File: config.mk
export PLATFORM = sky130hd
export DESIGN_NAME = edo_dram_ctrl
export DESIGN_NICKNAME = d
export VERILOG_FILES = /design/src/rtl/edo_pkg.sv /design/src/rtl/edo_refresh_timer.sv /design/src/rtl/edo_addr_split.sv /design/src/rtl/edo_seq.sv /design/src/rtl/edo_dram_ctrl.sv
export SDC_FILE = /design/constraint.sdc
export NUM_CORES = 1
export LEC_CHECK = 0
export BUFFER_PORTS_ARGS = -buffer_cell sky130_fd_sc_hd__buf_4
export CAP_MARGIN = 10
export CORE_ASPECT_RATIO = 1.75
export CORE_UTILIZATION = 52
export DETAILED_ROUTE_END_ITERATION = 8
export GPL_ROUTABILITY_DRIVEN = 0
export PLACE_DENSITY_LB_ADDON = 0.12
export REMOVE_ABC_BUFFERS = 1
export SYNTH_ARGS = -nofsm -noshare
export SYNTH_HDL_FRONTEND = slang
export SYNTH_HIERARCHICAL = 1
export SYNTH_SLANG_ARGS = --single-unit
File: constraint.sdc
create_clock -name clk -period 2.7 [get_ports clk]
set_input_delay 0.135 -clock clk [delete_from_list [all_inputs] [get_ports clk]]
set_output_delay 0.135 -clock clk [all_outputs]
set_load 0.01 [all_outputs]
File: src/rtl/edo_pkg.sv
package edo_pkg;

  typedef enum logic [2:0] {
    S_IDLE = 3'd0,
    S_ROW  = 3'd1,
    S_COL  = 3'd2,
    S_PRE  = 3'd3,
    S_RFC  = 3'd4,
    S_RFR  = 3'd5
  } seq_state_e;

  typedef struct packed {
    logic ras_n;
    logic we_n;
    logic oe_n;
    logic dq_oe;
  } ctl_pins_t;

  function automatic int imax(input int a, input int b);
    return (a > b) ? a : b;
  endfunction

  // Pin levels that belong to a sequencer state for a given direction.
  function automatic ctl_pins_t decode_ctl(input seq_state_e st, input logic wr);
    ctl_pins_t p;
    logic row_open;
    row_open = (st == S_ROW) || (st == S_COL);
    p.ras_n  = !(row_open || (st == S_RFR));
    p.we_n   = !(wr && row_open);
    p.oe_n   = !(!wr && (st == S_COL));
    p.dq_oe  = wr && row_open;
    return p;
  endfunction

endpackage

File: src/rtl/edo_refresh_timer.sv
module edo_refresh_timer #(
  parameter int PERIOD = 1562
) (
  input  logic clk,
  input  logic rst_n,
  input  logic ack,
  output logic pend
);
  localparam int CW = (PERIOD > 2) ? $clog2(PERIOD) : 1;

  logic [CW-1:0] cnt_q;
  logic          pend_q;
  logic          tick;

  assign tick = (cnt_q == '0);
  assign pend = pend_q;

  always_ff @(posedge clk or negedge rst_n) begin
    if (!rst_n) begin
      cnt_q  <= CW'(PERIOD - 1);
      pend_q <= 1'b0;
    end else begin
      cnt_q <= tick ? CW'(PERIOD - 1) : cnt_q - CW'(1);
      if (tick)     pend_q <= 1'b1;
      else if (ack) pend_q <= 1'b0;
    end
  end

  // a new period never arrives while the previous refresh is still owed
  assert_no_lost_refresh_R7: assert property (@(posedge clk) disable iff (!rst_n)
    tick |-> (!pend_q || ack));

endmodule

File: src/rtl/edo_addr_split.sv
module edo_addr_split #(
  parameter int ROW_W = 12,
  parameter int COL_W = 10,
  parameter int PIN_W = 12
) (
  input  logic [ROW_W+COL_W-1:0] addr,
  output logic [PIN_W-1:0]       row_pins,
  output logic [PIN_W-1:0]       col_pins
);
  assign row_pins = PIN_W'(addr[ROW_W+COL_W-1:COL_W]);
  assign col_pins = PIN_W'(addr[COL_W-1:0]);
endmodule

File: src/rtl/edo_seq.sv
module edo_seq
  import edo_pkg::*;
#(
  parameter int DATA_W = 16,
  parameter int LANES  = 2,
  parameter int PIN_W  = 12,
  parameter int T_RCD  = 2,
  parameter int T_CAS  = 2,
  parameter int T_RP   = 3,
  parameter int T_CSR  = 1,
  parameter int T_RAS  = 4
) (
  input  logic              clk,
  input  logic              rst_n,
  input  logic              req_valid,
  output logic              req_ready,
  input  logic              req_write,
  input  logic [PIN_W-1:0]  req_row,
  input  logic [PIN_W-1:0]  req_col,
  input  logic [DATA_W-1:0] req_wdata,
  input  logic [LANES-1:0]  req_be,
  output logic              rd_valid,
  output logic [DATA_W-1:0] rd_data,
  input  logic              ref_pend,
  output logic              ref_ack,
  output logic [PIN_W-1:0]  mem_addr,
  output logic              ras_n,
  output logic [LANES-1:0]  cas_n,
  output logic              we_n,
  output logic              oe_n,
  output logic [DATA_W-1:0] dq_o,
  output logic              dq_oe,
  input  logic [DATA_W-1:0] dq_i
);
  localparam int T_MAX = imax(imax(imax(T_RCD, T_CAS), imax(T_RP, T_CSR)), T_RAS);
  localparam int CNT_W = $clog2(T_MAX) + 1;

  seq_state_e        state_q, state_d;
  logic [CNT_W-1:0]  cnt_q, cnt_d;
  logic              wr_q, wr_d;
  logic [LANES-1:0]  be_q, be_d;
  logic [PIN_W-1:0]  row_q, row_d, col_q, col_d;
  logic [DATA_W-1:0] wd_q, rd_q;
  logic              rdv_q;
  logic              accept, last, capture;
  logic [LANES-1:0]  cas_d, cas_q;
  logic              ras_q, we_q, oe_q, dqoe_q;
  logic [PIN_W-1:0]  addr_q;

  assign last      = (cnt_q == '0);
  assign req_ready = (state_q == S_IDLE) && !ref_pend;
  assign accept    = req_valid && req_ready;
  assign ref_ack   = (state_q == S_IDLE) && ref_pend;
  assign capture   = (state_q == S_COL) && last && !wr_q;

  // Sequencer: each phase loads its length minus one and leaves at zero.
  always_comb begin
    state_d = state_q;
    cnt_d   = last ? cnt_q : cnt_q - CNT_W'(1);
    case (state_q)
      S_IDLE: begin
        if (ref_pend) begin
          state_d = S_RFC;
          cnt_d   = CNT_W'(T_CSR - 1);
        end else if (req_valid) begin
          state_d = S_ROW;
          cnt_d   = CNT_W'(T_RCD - 1);
        end
      end
      S_ROW: if (last) begin state_d = S_COL; cnt_d = CNT_W'(T_CAS - 1); end
      S_COL: if (last) begin state_d = S_PRE; cnt_d = CNT_W'(T_RP - 1);  end
      S_RFC: if (last) begin state_d = S_RFR; cnt_d = CNT_W'(T_RAS - 1); end
      S_RFR: if (last) begin state_d = S_PRE; cnt_d = CNT_W'(T_RP - 1);  end
      S_PRE: if (last) state_d = S_IDLE;
      default: state_d = S_IDLE;
    endcase
  end

  assign wr_d  = accept ? req_write : wr_q;
  assign be_d  = accept ? req_be    : be_q;
  assign row_d = accept ? req_row   : row_q;
  assign col_d = accept ? req_col   : col_q;

  // Per-lane column strobe: enabled lanes in the column phase, all lanes in refresh.
  for (genvar l = 0; l < LANES; l++) begin : g_lane
    assign cas_d[l] = !(((state_d == S_COL) && be_d[l]) ||
                        (state_d == S_RFC) || (state_d == S_RFR));
  end

  always_ff @(posedge clk or negedge rst_n) begin
    if (!rst_n) begin
      state_q <= S_IDLE;
      cnt_q   <= '0;
      wr_q    <= 1'b0;
      be_q    <= '0;
      row_q   <= '0;
      col_q   <= '0;
      wd_q    <= '0;
      rd_q    <= '0;
      rdv_q   <= 1'b0;
      cas_q   <= '1;
      ras_q   <= 1'b1;
      we_q    <= 1'b1;
      oe_q    <= 1'b1;
      dqoe_q  <= 1'b0;
      addr_q  <= '0;
    end else begin
      state_q <= state_d;
      cnt_q   <= cnt_d;
      wr_q    <= wr_d;
      be_q    <= be_d;
      row_q   <= row_d;
      col_q   <= col_d;
      if (accept) wd_q <= req_wdata;
      if (capture) rd_q <= dq_i;
      rdv_q   <= capture;
      cas_q   <= cas_d;
      {ras_q, we_q, oe_q, dqoe_q} <= decode_ctl(state_d, wr_d);
      addr_q  <= (state_d == S_ROW) ? row_d : col_d;
    end
  end

  assign mem_addr = addr_q;
  assign ras_n    = ras_q;
  assign cas_n    = cas_q;
  assign we_n     = we_q;
  assign oe_n     = oe_q;
  assign dq_o     = wd_q;
  assign dq_oe    = dqoe_q;
  assign rd_valid = rdv_q;
  assign rd_data  = rd_q;

  // a write column strobe only falls after write enable was already low
  assert_we_early_R4: assert property (@(posedge clk) disable iff (!rst_n)
    ($past(&cas_q) && !(&cas_q) && !we_q) |-> $past(!we_q));

  // a refresh row strobe falls only with every column strobe already low
  assert_cbr_order_R7: assert property (@(posedge clk) disable iff (!rst_n)
    ($fell(ras_q) && !(&cas_q)) |-> $past(cas_q == '0));

  // the row strobe recovers for at least one cycle after each low period
  assert_ras_recovery_R6: assert property (@(posedge clk) disable iff (!rst_n)
    $rose(ras_q) |=> ras_q);

  // read data valid is a single-cycle pulse
  assert_read_pulse_R5: assert property (@(posedge clk) disable iff (!rst_n)
    rdv_q |=> !rdv_q);

  // an accepted request opens its row at the accepting edge
  assert_accept_opens_row_R9: assert property (@(posedge clk) disable iff (!rst_n)
    accept |=> !ras_q);

endmodule

File: src/rtl/edo_dram_ctrl.sv
module edo_dram_ctrl #(
  parameter int CLK_KHZ  = 100000,
  parameter int REF_MS   = 64,
  parameter int REF_ROWS = 4096,
  parameter int ROW_W    = 12,
  parameter int COL_W    = 10,
  parameter int T_RCD    = 2,
  parameter int T_CAS    = 2,
  parameter int T_RP     = 3,
  parameter int T_CSR    = 1,
  parameter int T_RAS    = 4
) (
  input  logic                          clk,
  input  logic                          rst_n,
  input  logic                          req_valid,
  output logic                          req_ready,
  input  logic                          req_write,
  input  logic [ROW_W+COL_W-1:0]        req_addr,
  input  logic [15:0]                   req_wdata,
  input  logic [1:0]                    req_be,
  output logic                          rd_valid,
  output logic [15:0]                   rd_data,
  output logic [((ROW_W > COL_W) ? ROW_W : COL_W)-1:0] dram_addr,
  output logic                          dram_ras_n,
  output logic                          dram_casl_n,
  output logic                          dram_cash_n,
  output logic                          dram_we_n,
  output logic                          dram_oe_n,
  output logic [15:0]                   dram_dq_o,
  output logic                          dram_dq_oe,
  input  logic [15:0]                   dram_dq_i
);
  localparam int DATA_W     = 16;
  localparam int LANES      = DATA_W / 8;
  localparam int PIN_W      = (ROW_W > COL_W) ? ROW_W : COL_W;
  localparam int REF_PERIOD = (CLK_KHZ * REF_MS) / REF_ROWS;

  logic [PIN_W-1:0] row_pins, col_pins;
  logic [LANES-1:0] cas_n;
  logic             ref_pend, ref_ack;

  edo_addr_split #(.ROW_W(ROW_W), .COL_W(COL_W), .PIN_W(PIN_W)) u_split (
    .addr     (req_addr),
    .row_pins (row_pins),
    .col_pins (col_pins)
  );

  edo_refresh_timer #(.PERIOD(REF_PERIOD)) u_timer (
    .clk   (clk),
    .rst_n (rst_n),
    .ack   (ref_ack),
    .pend  (ref_pend)
  );

  edo_seq #(
    .DATA_W(DATA_W), .LANES(LANES), .PIN_W(PIN_W),
    .T_RCD(T_RCD), .T_CAS(T_CAS), .T_RP(T_RP), .T_CSR(T_CSR), .T_RAS(T_RAS)
  ) u_seq (
    .clk       (clk),
    .rst_n     (rst_n),
    .req_valid (req_valid),
    .req_ready (req_ready),
    .req_write (req_write),
    .req_row   (row_pins),
    .req_col   (col_pins),
    .req_wdata (req_wdata),
    .req_be    (req_be),
    .rd_valid  (rd_valid),
    .rd_data   (rd_data),
    .ref_pend  (ref_pend),
    .ref_ack   (ref_ack),
    .mem_addr  (dram_addr),
    .ras_n     (dram_ras_n),
    .cas_n     (cas_n),
    .we_n      (dram_we_n),
    .oe_n      (dram_oe_n),
    .dq_o      (dram_dq_o),
    .dq_oe     (dram_dq_oe),
    .dq_i      (dram_dq_i)
  );

  assign dram_casl_n = cas_n[0];
  assign dram_cash_n = cas_n[LANES-1];

endmodule

==> summary.txt <==
vias in the first global route -> 2807
Reg2Reg Setup Slack -> 0.55 ns
Rows -> 43
share of post-route cells with drive strength above 1 -> 0.554
syn_area_per_cell -> 13.6 sq um
DRT antenna net count -> 0
Fin Clk Skew -> 0.00811 ns
core area -> 0.00791 sq mm
Reg2Reg Depth -> 6
ys flop type -> dfrtp_1
crit path to -> u_seq/rd_data[7]$_DFFE_PN0P_
DR vias/cell -> 5.36
RSZ-0062 raised after global routing -> false
synth unique cells -> 53
TritonCTS clock tree -> done
max_cap viols -> 0
worst r2r dst -> u_seq/rd_data[7]$_DFFE_PN0P_
PwrDens -> 1200 mW/mm^2
# nets final -> 469
Final WS setup -> 0.552 ns
area share of xor/xnor cells in the synthesized design -> 0.0104
Hold Path Class -> input pin to flip-flop
reg-to-reg startpoint -> u_seq/cnt_q[0]$_DFF_PN0_
Top Ports -> 112
dpl ws -> 0.541 ns
utilization after layout -> 0.671
Via Count -> 2667
status -> completed
Initial Utilization -> 0.533
WS Path Type -> flip-flop to flip-flop
Final Slew Violations -> 0
Fmax -> 466 MHz
Tcrit/Tclk final -> 0.795
DRC -> 0
dpl hpwl -> 5.68 mm
Max-slew headroom -> 0.492
Worst-Margin Slew -> 0.756 ns
die width -> 70.1 um
synthesized cell area -> 0.00422 sq mm
Seq/Total Area, Yosys -> 0.573
main combinational cell family by area after synthesis -> multiplexers
area delta synth->final -> 25.8%
Min Hold Slack -> 0.0193 ns
commonest non-fill, non-tap cell in the layout -> buf_4
total power -> 6.35 mW
# diodes -> 0
grt ovf -> 0
min cycle time layout -> 2.15 ns
drt initial violations -> 124
CTS Root Cell -> clkbuf_16
first-pass GRT wire length -> 12.9 mm
TritonCTS Buffers -> 9
clk slew on worst S/H paths -> 0.07 ns
Worst EP required -> 2.92 ns
Fin Setup TNS -> 0 ns
critical path startpoint category -> flip-flop
Final Hold Vio Count -> 0
clock sink count -> 96
CTS max path bufs -> 2
Worst-Skew Late Latency -> 0.34 ns
Arrival @ worst endpoint -> 2.37 ns
Yosys reg bits -> 96
H-tree depth -> 3
die height -> 121 um
initial antenna violation count -> 0
setup violators final -> 0
multiplexer share of the synthesized area -> 0.210
crit path from -> u_seq/cnt_q[0]$_DFF_PN0_
synthesis warning total -> 6
Max FO, Critical Path -> 17
Die Footprint -> 0.00849 sq mm
largest net degree at the start of global routing -> 79
Leak -> 2.47 nW
PortBufs -> 111
Synth Area in Compound Gates -> 0.0519
Post-Synth Adder-Cell Area -> 0.0202
FFs w/ async S/R, synth -> 1.00
Post-synth EDFFs -> 0
Simple-Gate Fraction of Synth Area -> 0.0635
Min-Delay Startpoint -> dram_dq_i[15]
Detailed Routing Iterations Pass 1 -> 4
most frequent cells in the layout -> buf_4 (116), dfrtp_1 (86), mux2_2 (63)
Cells after Synth -> 309
Setup crit end kind -> flip-flop
DRT Wirelength -> 7.83 mm
GRT Total Usage -> 0.198
peak supply drop -> 0.661 mV
Wirelength per Cell -> 15.7 um
[flip-flops by register name, summed over array words and instances (netlist names)]
signal          count
u_seq/ras_n         1
u_seq/dq_o         16
u_seq/wr_q          1
u_timer/pend        1
u_seq/cnt_q         3
u_seq/oe_n          1
u_seq/rd_valid      1
u_seq/we_n          1
u_seq/col_q        12
u_seq/mem_addr     12
u_seq/be_q          2
u_seq/row_q        12
u_seq/cas_n         2
u_timer/cnt_q      11
u_seq/rd_data      16
u_seq/dq_oe         1
u_seq/state_q       3
[repair_timing]
action,CTS,global route
resized for setup,0,0
hold buffers,1,0
buffers inserted,0,0
endpoints found under the hold margin,18,0
[stage by stage]
stage	instances	instance area [sq um]
after floorplan	274	3960
after global placement	481	4970
after detailed placement	481	4970
after CTS	498	5310
after global routing	498	5310
final	498	5310
[logic make-up after synthesis]
group                      after synthesis
AOI/OAI and AO/OA                       32
muxes                                   76
xor gates and xnor gates                 5
buffers and inverters                   46
DFF                                     96
other                                    1
and+or+nand+nor                         46
adders and majority gates                7
[where the power goes]
group / switching [mW] / leakage [nW] / internal [mW]
Clock: 0.558 / 0.162 / 0.824
Combinational: 1.10 / 1.19 / 1.47
Sequential: 0.286 / 1.12 / 2.11
[how the worst min path moves through the flow]
stage | end | slack, ns | cells after the start
2_1_floorplan | u_seq/be_q[0]$_DFF_PN0_ | -0.16 | 0
3_3_place_gp | u_seq/rd_data[2]$_DFFE_PN0P_ | 0.03 | 1
3_5_place_dp | u_seq/rd_data[2]$_DFFE_PN0P_ | 0.03 | 1
4_1_cts | u_seq/dq_o[13]$_DFFE_PN0P_ | 0.01 | 2
5_1_grt | u_seq/dq_o[10]$_DFFE_PN0P_ | 0.01 | 2
6_report | u_seq/rd_data[15]$_DFFE_PN0P_ | 0.02 | 2
[synth_stat cells (2+ instances only)]
master     n  share of area
a21oi_1    8         0.0095
a31oi_1    4         0.0059
buf_1      3         0.0027
buf_2      6         0.0071
buf_4     24          0.043
dfrtp_1   86           0.51
dfstp_2   10          0.062
ha_1       6          0.018
inv_1      9         0.0080
mux2_2    63           0.17
mux2_4     9          0.032
mux2i_1    3         0.0071
nand2_1    5         0.0045
nand2b_1   4         0.0059
nand3_1    5         0.0059
nor2_1     7         0.0062
nor2b_1    2         0.0030
nor3_1     5         0.0059
nor3b_1    2         0.0036
nor4_1     3         0.0045
o21ai_0    4         0.0047
o21ai_1    2         0.0024
o31ai_1    3         0.0053
or2_2      2         0.0030
or3_1      2         0.0030
xnor2_1    5          0.010
[final cells by class]
class | count | area, sq um
Timing Repair Buffer | 118 | 901
Clock inverter | 7 | 103
Inverter | 10 | 40.0
Fill cell | 583 | 2600
Multi-Input combinational cell | 168 | 1510
Tap cell | 90 | 113
Clock buffer | 9 | 225
Sequential cell | 96 | 2410
[layer usage]
layer,track usage,share of wire
met4,0.103,0.028
met2,0.345,0.54
met5,0,0
met3,0.0382,0.044
met1,0.230,0.39
[worst max-delay path, stage by stage (launching register included)]
cell and delay [ns]:
dfrtp_1 0.38, inv_1 0.12, ha_1 0.21, nor2b_4 0.25
inv_4 0.08, or4_4 0.65, mux2_4 0.35
No activity file was read; power rests on OpenSTA's default activity.
